## src/rtl/seqram_pkg.sv

```systemverilog
package seqram_pkg;

    localparam int SEQ_VAL_W   = 8;
    localparam int SEQ_IDX_W   = 8;
    localparam int SRAM_ADDR_W = 18;
    localparam int SRAM_WORD_W = 16;

    typedef enum logic [2:0] {
        CS_IDLE,
        CS_WSETUP,
        CS_WPULSE,
        CS_WHOLD,
        CS_RWAIT
    } ctrl_state_t;

    typedef struct packed {
        logic                 wr;
        logic [SEQ_IDX_W-1:0] idx;
        logic [SEQ_VAL_W-1:0] val;
    } mem_req_t;

    function automatic logic [SEQ_IDX_W-1:0] next_index(
        input logic [SEQ_IDX_W-1:0] idx,
        input logic [SEQ_IDX_W-1:0] len
    );
        return (idx == len - 1'b1) ? '0 : idx + 1'b1;
    endfunction

    function automatic logic [SRAM_WORD_W-1:0] to_word(input logic [SEQ_VAL_W-1:0] v);
        return {{(SRAM_WORD_W-SEQ_VAL_W){1'b0}}, v};
    endfunction

endpackage

```

## src/rtl/seqram_sram_ctrl.sv

```systemverilog
module seqram_sram_ctrl
    import seqram_pkg::*;
#(
    parameter int WE_CYC  = 2,
    parameter int RD_WAIT = 3
) (
    input  logic                   clk,
    input  logic                   rst,
    input  logic                   req_valid,
    input  mem_req_t               req,
    output logic                   busy,
    output logic                   rd_done,
    output logic [SEQ_VAL_W-1:0]   rd_val,
    output logic [SRAM_ADDR_W-1:0] sram_addr,
    output logic [SRAM_WORD_W-1:0] sram_wdata,
    output logic                   sram_dq_oe,
    input  logic [SRAM_WORD_W-1:0] sram_rdata,
    output logic                   sram_ce_n,
    output logic                   sram_oe_n,
    output logic                   sram_we_n
);

    localparam int MAXC  = (WE_CYC > RD_WAIT) ? WE_CYC : RD_WAIT;
    localparam int CNT_W = $clog2(MAXC + 1);

    ctrl_state_t          state_q;
    logic [CNT_W-1:0]     cnt_q;
    logic [SEQ_IDX_W-1:0] addr_q;
    logic [SEQ_VAL_W-1:0] data_q;
    logic                 unused_hi;

    always_ff @(posedge clk or posedge rst) begin
        if (rst) begin
            state_q <= CS_IDLE;
            cnt_q   <= '0;
            addr_q  <= '0;
            data_q  <= '0;
        end else begin
            unique case (state_q)
                CS_IDLE: if (req_valid) begin
                    addr_q  <= req.idx;
                    data_q  <= req.val;
                    cnt_q   <= '0;
                    state_q <= req.wr ? CS_WSETUP : CS_RWAIT;
                end
                CS_WSETUP: state_q <= CS_WPULSE;
                CS_WPULSE: begin
                    if (cnt_q == CNT_W'(WE_CYC - 1)) state_q <= CS_WHOLD;
                    else                             cnt_q   <= cnt_q + 1'b1;
                end
                CS_WHOLD: state_q <= CS_IDLE;
                CS_RWAIT: begin
                    if (cnt_q == CNT_W'(RD_WAIT - 1)) state_q <= CS_IDLE;
                    else                              cnt_q   <= cnt_q + 1'b1;
                end
                default: state_q <= CS_IDLE;
            endcase
        end
    end

    assign busy       = (state_q != CS_IDLE);
    assign rd_done    = (state_q == CS_RWAIT) && (cnt_q == CNT_W'(RD_WAIT - 1));
    assign rd_val     = sram_rdata[SEQ_VAL_W-1:0];
    assign unused_hi  = ^sram_rdata[SRAM_WORD_W-1:SEQ_VAL_W];
    assign sram_addr  = {{(SRAM_ADDR_W-SEQ_IDX_W){1'b0}}, addr_q};
    assign sram_wdata = to_word(data_q);
    assign sram_dq_oe = (state_q == CS_WSETUP) || (state_q == CS_WPULSE) || (state_q == CS_WHOLD);
    assign sram_ce_n  = (state_q == CS_IDLE);
    assign sram_we_n  = (state_q != CS_WPULSE);
    assign sram_oe_n  = (state_q != CS_RWAIT);

endmodule

```

## src/rtl/seqram_seq_ctrl.sv

```systemverilog
module seqram_seq_ctrl
    import seqram_pkg::*;
(
    input  logic                 clk,
    input  logic                 rst,
    input  logic                 prog_mode,
    input  logic                 entry_valid,
    input  logic [SEQ_VAL_W-1:0] entry_byte,
    input  logic                 run_go,
    input  logic                 tick,
    input  logic                 busy,
    input  logic                 rd_done,
    input  logic [SEQ_VAL_W-1:0] rd_val,
    output logic                 req_valid,
    output mem_req_t             req,
    output logic [SEQ_VAL_W-1:0] count_out,
    output logic [SEQ_IDX_W-1:0] seq_len
);

    localparam logic [SEQ_IDX_W-1:0] MAX_LEN = '1;

    logic [SEQ_IDX_W-1:0] len_q, idx_q, nxt;
    logic [SEQ_VAL_W-1:0] count_q;
    logic                 started_q;
    logic                 take_entry, take_go, take_tick, empty;

    assign empty      = (len_q == '0);
    assign nxt        = next_index(idx_q, len_q);
    assign take_entry = prog_mode && entry_valid && !busy && (len_q != MAX_LEN);
    assign take_go    = !prog_mode && run_go && !busy;
    assign take_tick  = !prog_mode && tick && !run_go && !busy && started_q && !empty;

    always_comb begin
        req_valid = take_entry || (take_go && !empty) || take_tick;
        req.wr    = take_entry;
        req.val   = entry_byte;
        if (take_entry)   req.idx = len_q;
        else if (take_go) req.idx = '0;
        else              req.idx = nxt;
    end

    always_ff @(posedge clk or posedge rst) begin
        if (rst) begin
            len_q     <= '0;
            idx_q     <= '0;
            count_q   <= '0;
            started_q <= 1'b0;
        end else begin
            if (prog_mode) started_q <= 1'b0;
            if (take_entry) len_q <= len_q + 1'b1;
            if (take_go) begin
                started_q <= 1'b1;
                idx_q     <= '0;
                if (empty) count_q <= '0;
            end
            if (take_tick) idx_q <= nxt;
            if (rd_done) count_q <= rd_val;
        end
    end

    assign count_out = count_q;
    assign seq_len   = len_q;

endmodule

```

## src/rtl/seqram_counter.sv

```systemverilog
module seqram_counter
    import seqram_pkg::*;
#(
    parameter int WE_CYC  = 2,
    parameter int RD_WAIT = 3
) (
    input  logic                   clk,
    input  logic                   rst,
    input  logic                   prog_mode,
    input  logic                   entry_valid,
    input  logic [SEQ_VAL_W-1:0]   entry_byte,
    input  logic                   run_go,
    input  logic                   tick,
    output logic [SEQ_VAL_W-1:0]   count_out,
    output logic                   busy,
    output logic [SRAM_ADDR_W-1:0] sram_addr,
    output logic [SRAM_WORD_W-1:0] sram_wdata,
    output logic                   sram_dq_oe,
    input  logic [SRAM_WORD_W-1:0] sram_rdata,
    output logic                   sram_ce_n,
    output logic                   sram_oe_n,
    output logic                   sram_we_n
);

    logic                 req_valid, rd_done;
    mem_req_t             req_w;
    logic [SEQ_VAL_W-1:0] rd_val;
    logic [SEQ_IDX_W-1:0] seq_len;

    seqram_seq_ctrl u_seq (
        .clk(clk), .rst(rst), .prog_mode(prog_mode), .entry_valid(entry_valid),
        .entry_byte(entry_byte), .run_go(run_go), .tick(tick), .busy(busy),
        .rd_done(rd_done), .rd_val(rd_val), .req_valid(req_valid), .req(req_w),
        .count_out(count_out), .seq_len(seq_len)
    );

    seqram_sram_ctrl #(.WE_CYC(WE_CYC), .RD_WAIT(RD_WAIT)) u_mem (
        .clk(clk), .rst(rst), .req_valid(req_valid), .req(req_w), .busy(busy),
        .rd_done(rd_done), .rd_val(rd_val), .sram_addr(sram_addr),
        .sram_wdata(sram_wdata), .sram_dq_oe(sram_dq_oe), .sram_rdata(sram_rdata),
        .sram_ce_n(sram_ce_n), .sram_oe_n(sram_oe_n), .sram_we_n(sram_we_n)
    );

endmodule

```

## config.mk

```make
export PLATFORM = sky130hd
export DESIGN_NAME = seqram_counter
export DESIGN_NICKNAME = d
export VERILOG_FILES = /design/src/rtl/seqram_pkg.sv /design/src/rtl/seqram_sram_ctrl.sv /design/src/rtl/seqram_seq_ctrl.sv /design/src/rtl/seqram_counter.sv
export SDC_FILE = /design/constraint.sdc
export NUM_CORES = 1
export LEC_CHECK = 0
export CAP_MARGIN = 40
export CORE_MARGIN = 8
export CORE_UTILIZATION = 28
export DETAILED_ROUTE_END_ITERATION = 8
export GPL_ROUTABILITY_DRIVEN = 0
export PLACE_DENSITY = 0.63
export SLEW_MARGIN = 5
export SYNTH_ARGS = -nofsm -noshare
export SYNTH_HDL_FRONTEND = slang
export SYNTH_SLANG_ARGS = --single-unit
```

## constraint.sdc

```tcl
create_clock -name clk -period 2.89 [get_ports clk]
set_clock_uncertainty 0.05 [all_clocks]
set_input_delay 0.4335 -clock clk [delete_from_list [all_inputs] [get_ports clk]]
set_output_delay 0.4335 -clock clk [all_outputs]
set_load 0.01 [all_outputs]
```

==> Flow_metrics.wiki <==
{| class="wikitable"
! Metric !! Value
|-
| Starting density of the core || 0.284
|-
| Synth Instances || roughly 260
|-
| Maximum clock path buffer count || 2
|-
| Total overflow reported by the global router || 0
|-
| Kind of cell adding the most delay to the critical path || simple AND/OR/NAND/NOR gates
|-
| Half-perimeter wire length of the detailed placement result || ~4.5 mm
|-
| Maximum number of pins on one net before global-route repair || 23
|-
| CTS root buffer || sky130_fd_sc_hd__clkbuf_8
|-
| Total design power || approximately 3.0 mW
|-
| Vias in the first global route || around 2000
|-
| H-tree depth reported by CTS || 2
|-
| Critical Path End Type || flop
|-
| Setup total negative slack || 0 ps
|-
| Relative slew slack || 0.488
|-
| Synthesis-stage register bit count || 46
|-
| Portion of synthesized cell area occupied by the leading cell type || 0.444
|-
| Detailed-route wire length || between 6 and 7 mm
|-
| Top cells by area, synth || sky130_fd_sc_hd__dfrtp_1, sky130_fd_sc_hd__buf_4, sky130_fd_sc_hd__xnor2_1
|-
| WP data required || ~3000 ps
|-
| Slowest cell on the critical path || sky130_fd_sc_hd__or4_4
|-
| Row count || 35
|-
| Top-level I/O count || 77
|-
| Clock transition at path regs || roughly 90 ps
|-
| Proportion of synthesized flip-flops having asynchronous set or reset || 1.00
|-
| Class of the worst hold path || in2async
|-
| Die boundary height || ~110 µm
|-
| # fillers || 920
|-
| Distinct cell type count of the synthesized netlist || 48
|-
| DRC violations left || 0
|-
| Area of the core || 9110 µm²
|-
| Wire length per cell after detailed routing || roughly 14 µm
|-
| Final Hold Viols || 0
|-
| Count of maximum capacitance violations || 0
|-
| Post-CTS setup buffer count || 0
|-
| Count of yosys warnings during synthesis || 0
|-
| CP Cell Sequence || or3_1, or4_4, buf_4, nor2_2, nand2_2, o31ai_1
|-
| Die outline width || 112 µm
|-
| DR vias/cell || approximately 4.7
|-
| Resize count post-CTS || 0
|-
| Number of antenna violations at the first check in global routing || 0
|-
| Cell type contributing the most total cell area after synthesis || sky130_fd_sc_hd__dfrtp_1
|-
| Maximum achievable frequency || 399 MHz
|-
| Total Die Area || 12600 µm²
|-
| Number of DRC markers in iteration 0 || 95
|-
| Wire length of the first global-routing pass || between 10 and 15 mm
|-
| Sequential element share of the synthesized area || 0.444
|-
| Post-Synthesis Mean Instance Area || 10.0 µm²
|-
| Overall global routing resource usage || 0.100
|-
| Number of buffers created by CTS || 5
|-
| Prevailing post-synth register cell || sky130_fd_sc_hd__dfrtp_1
|-
| WS Path Type || reg2reg
|-
| Share of layout cells above drive strength 1 || 0.137
|-
| Utilization of the core after routing || 0.359
|-
| Diodes inserted || 0
|-
| Unrepaired setup endpoints after global routing || false
|-
| Clock tree from TritonCTS || built
|-
| Final worst-path setup slack || ~390 ps
|-
| EDFF count, synth || 0
|-
| Worst IR drop on VDD || between 0.2 and 0.3 mV
|-
| Count of buffering cells on the critical path with inverters included || 1
|-
| Post-Place Setup Slack || approximately 340 ps
|-
| Netlist area before placement || ~2600 µm²
|-
| LEAKAGE || ~1.4 nW
|-
| Number of search-and-repair iterations in the first detailed-routing pass || 4
|-
| Final setup violation count || 0
|-
| Synth-to-layout area growth || 26.3%
|-
| Tightest Pin Transition || around 760 ps
|-
| Count of buffers from port buffering || 50
|-
| Tmin final || approximately 2500 ps
|-
| CP Data Arrival Time || approximately 2700 ps
|-
| Net count reported at finish || ~350
|-
| Worst stage delay on the critical path || 550 ps
|-
| Total of hold buffers inserted after clock tree synthesis || 0
|-
| Antenna violation net count after detailed routing || 0
|-
| Final-report max-slew violation count || 0
|-
| Crit start category || flop
|-
| CP Max Fanout || 13
|-
| Clock sinks || 46
|-
| Clk Latency, worst-skew pair || 300 ps
|-
| Run status || finished clean
|-
| P per Cell Area || ~930 nW/µm²
|-
| Vias post-DR || a little under 2000
|-
| Post-route fraction of the period consumed by the critical path || 0.867
|}
state kept, by name (all words and copies together) (netlist names):
| signal | cells |
|---|---|
| u_mem.addr_q | 8 |
| u_seq.count_out | 8 |
| u_mem.data_q | 8 |
| u_mem.state_q | 3 |
| u_mem.cnt_q | 2 |
| u_seq.seq_len | 8 |
| u_seq.idx_q | 8 |
| u_seq.started_q | 1 |
kinds of logic after synthesis:
| group | after synthesis | synth area share |
|---|---|---|
| XOR/XNOR | 23 | 0.0777 |
| adder cells (fa/ha/maj) | 6 | 0.0290 |
| multiplexers | 9 | 0.0391 |
| AO/OA/AOI/OAI | 53 | 0.145 |
| buffers and inverters | 41 | 0.0971 |
| other | 1 | 0.00145 |
| AND/OR/NAND/NOR | 80 | 0.167 |
| flip-flops | 46 | 0.444 |
cell usage in the layout (no fill, tap or decap), drive strengths merged, types with 10 or more instances in the layout:
master	instances
o21ai	19
nor2	17
xnor2	15
dfrtp	46
buf	12
conb	18
and3	10
nand2	26
a21oi	12
clkdlybuf4s50	50
cell type report:
type                    instances  area (µm²)  area share
clock inverters                 2        37.5      0.0115
multi-input cells             189        1250       0.383
repair buffers                 62         591       0.180
clock buffers                   6        72.6      0.0222
well taps                     111         139      0.0424
inverters                       8        30.0     0.00917
flip-flops and latches         46        1150       0.352
metrics by stage:
stage / instance area [µm²] / std cells / hold WS [ps]
after floorplan: 2660 / 276 / 434
after global placement: 3160 / 416 / 417
after detailed placement: 3160 / 416 / 425
after CTS: 3270 / 424 / 432
after global routing: 3270 / 424 / 467
final: 3270 / 424 / 432
synthesized netlist by cell type, types with 2 or more instances:
cell type / count
sky130_fd_sc_hd__ha_1: 6
sky130_fd_sc_hd__nand3b_1: 3
sky130_fd_sc_hd__o21bai_1: 2
sky130_fd_sc_hd__clkbuf_1: 6
sky130_fd_sc_hd__nand4_1: 3
sky130_fd_sc_hd__nor2b_1: 2
sky130_fd_sc_hd__a31oi_1: 4
sky130_fd_sc_hd__xor2_1: 8
sky130_fd_sc_hd__nor3_1: 4
sky130_fd_sc_hd__xnor2_1: 15
sky130_fd_sc_hd__nand2b_1: 2
sky130_fd_sc_hd__dfrtp_1: 46
sky130_fd_sc_hd__a21oi_2: 5
sky130_fd_sc_hd__inv_1: 8
sky130_fd_sc_hd__buf_6: 3
sky130_fd_sc_hd__o21ai_2: 6
sky130_fd_sc_hd__and3_4: 5
sky130_fd_sc_hd__nand2_1: 25
sky130_fd_sc_hd__nand3_1: 5
sky130_fd_sc_hd__o21ai_0: 4
sky130_fd_sc_hd__a22o_1: 8
sky130_fd_sc_hd__mux2_1: 8
sky130_fd_sc_hd__and3_1: 5
sky130_fd_sc_hd__a21oi_1: 7
sky130_fd_sc_hd__buf_2: 6
sky130_fd_sc_hd__nor2_1: 16
sky130_fd_sc_hd__buf_4: 18
sky130_fd_sc_hd__o21ai_1: 9
report_power, final:
part,internal [mW],switching [mW]
sequential,0.865,0.191
combinational,0.765,0.734
clock,0.258,0.220
routing by layer:
layer  vias up  global-route usage  part of all wire  wire, µm
li1        962                   -                 -         -
met2        64               0.161              0.45      2760
met3         8              0.0295             0.070       429
met1       950               0.126              0.47      2860
met5         -                   0                 0         0
met4         0              0.0342             0.012        72
path summary, 6_finish.rpt:
path | cells past startpoint | slack [ps] | from | endpoint
worst max-delay path | 6 | 390 | u_mem.state_q[1]$_DFFE_PP0P_ | u_mem.addr_q[3]$_DFFE_PP0P_
worst min-delay path | 2 | 430 | rst | u_mem.data_q[4]$_DFFE_PP0P_
worst max register to register | 6 | 390 | u_mem.state_q[1]$_DFFE_PP0P_ | u_mem.addr_q[3]$_DFFE_PP0P_
worst min register to register | 1 | 440 | u_mem.data_q[0]$_DFFE_PP0P_ | u_mem.data_q[0]$_DFFE_PP0P_
max in group asynchronous | 3 | 1780 | rst | u_mem.cnt_q[1]$_DFFE_PP0P_
min in group clk | 1 | 440 | u_mem.data_q[0]$_DFFE_PP0P_ | u_mem.data_q[0]$_DFFE_PP0P_
Note: power is estimated with default switching activity, not from simulation.
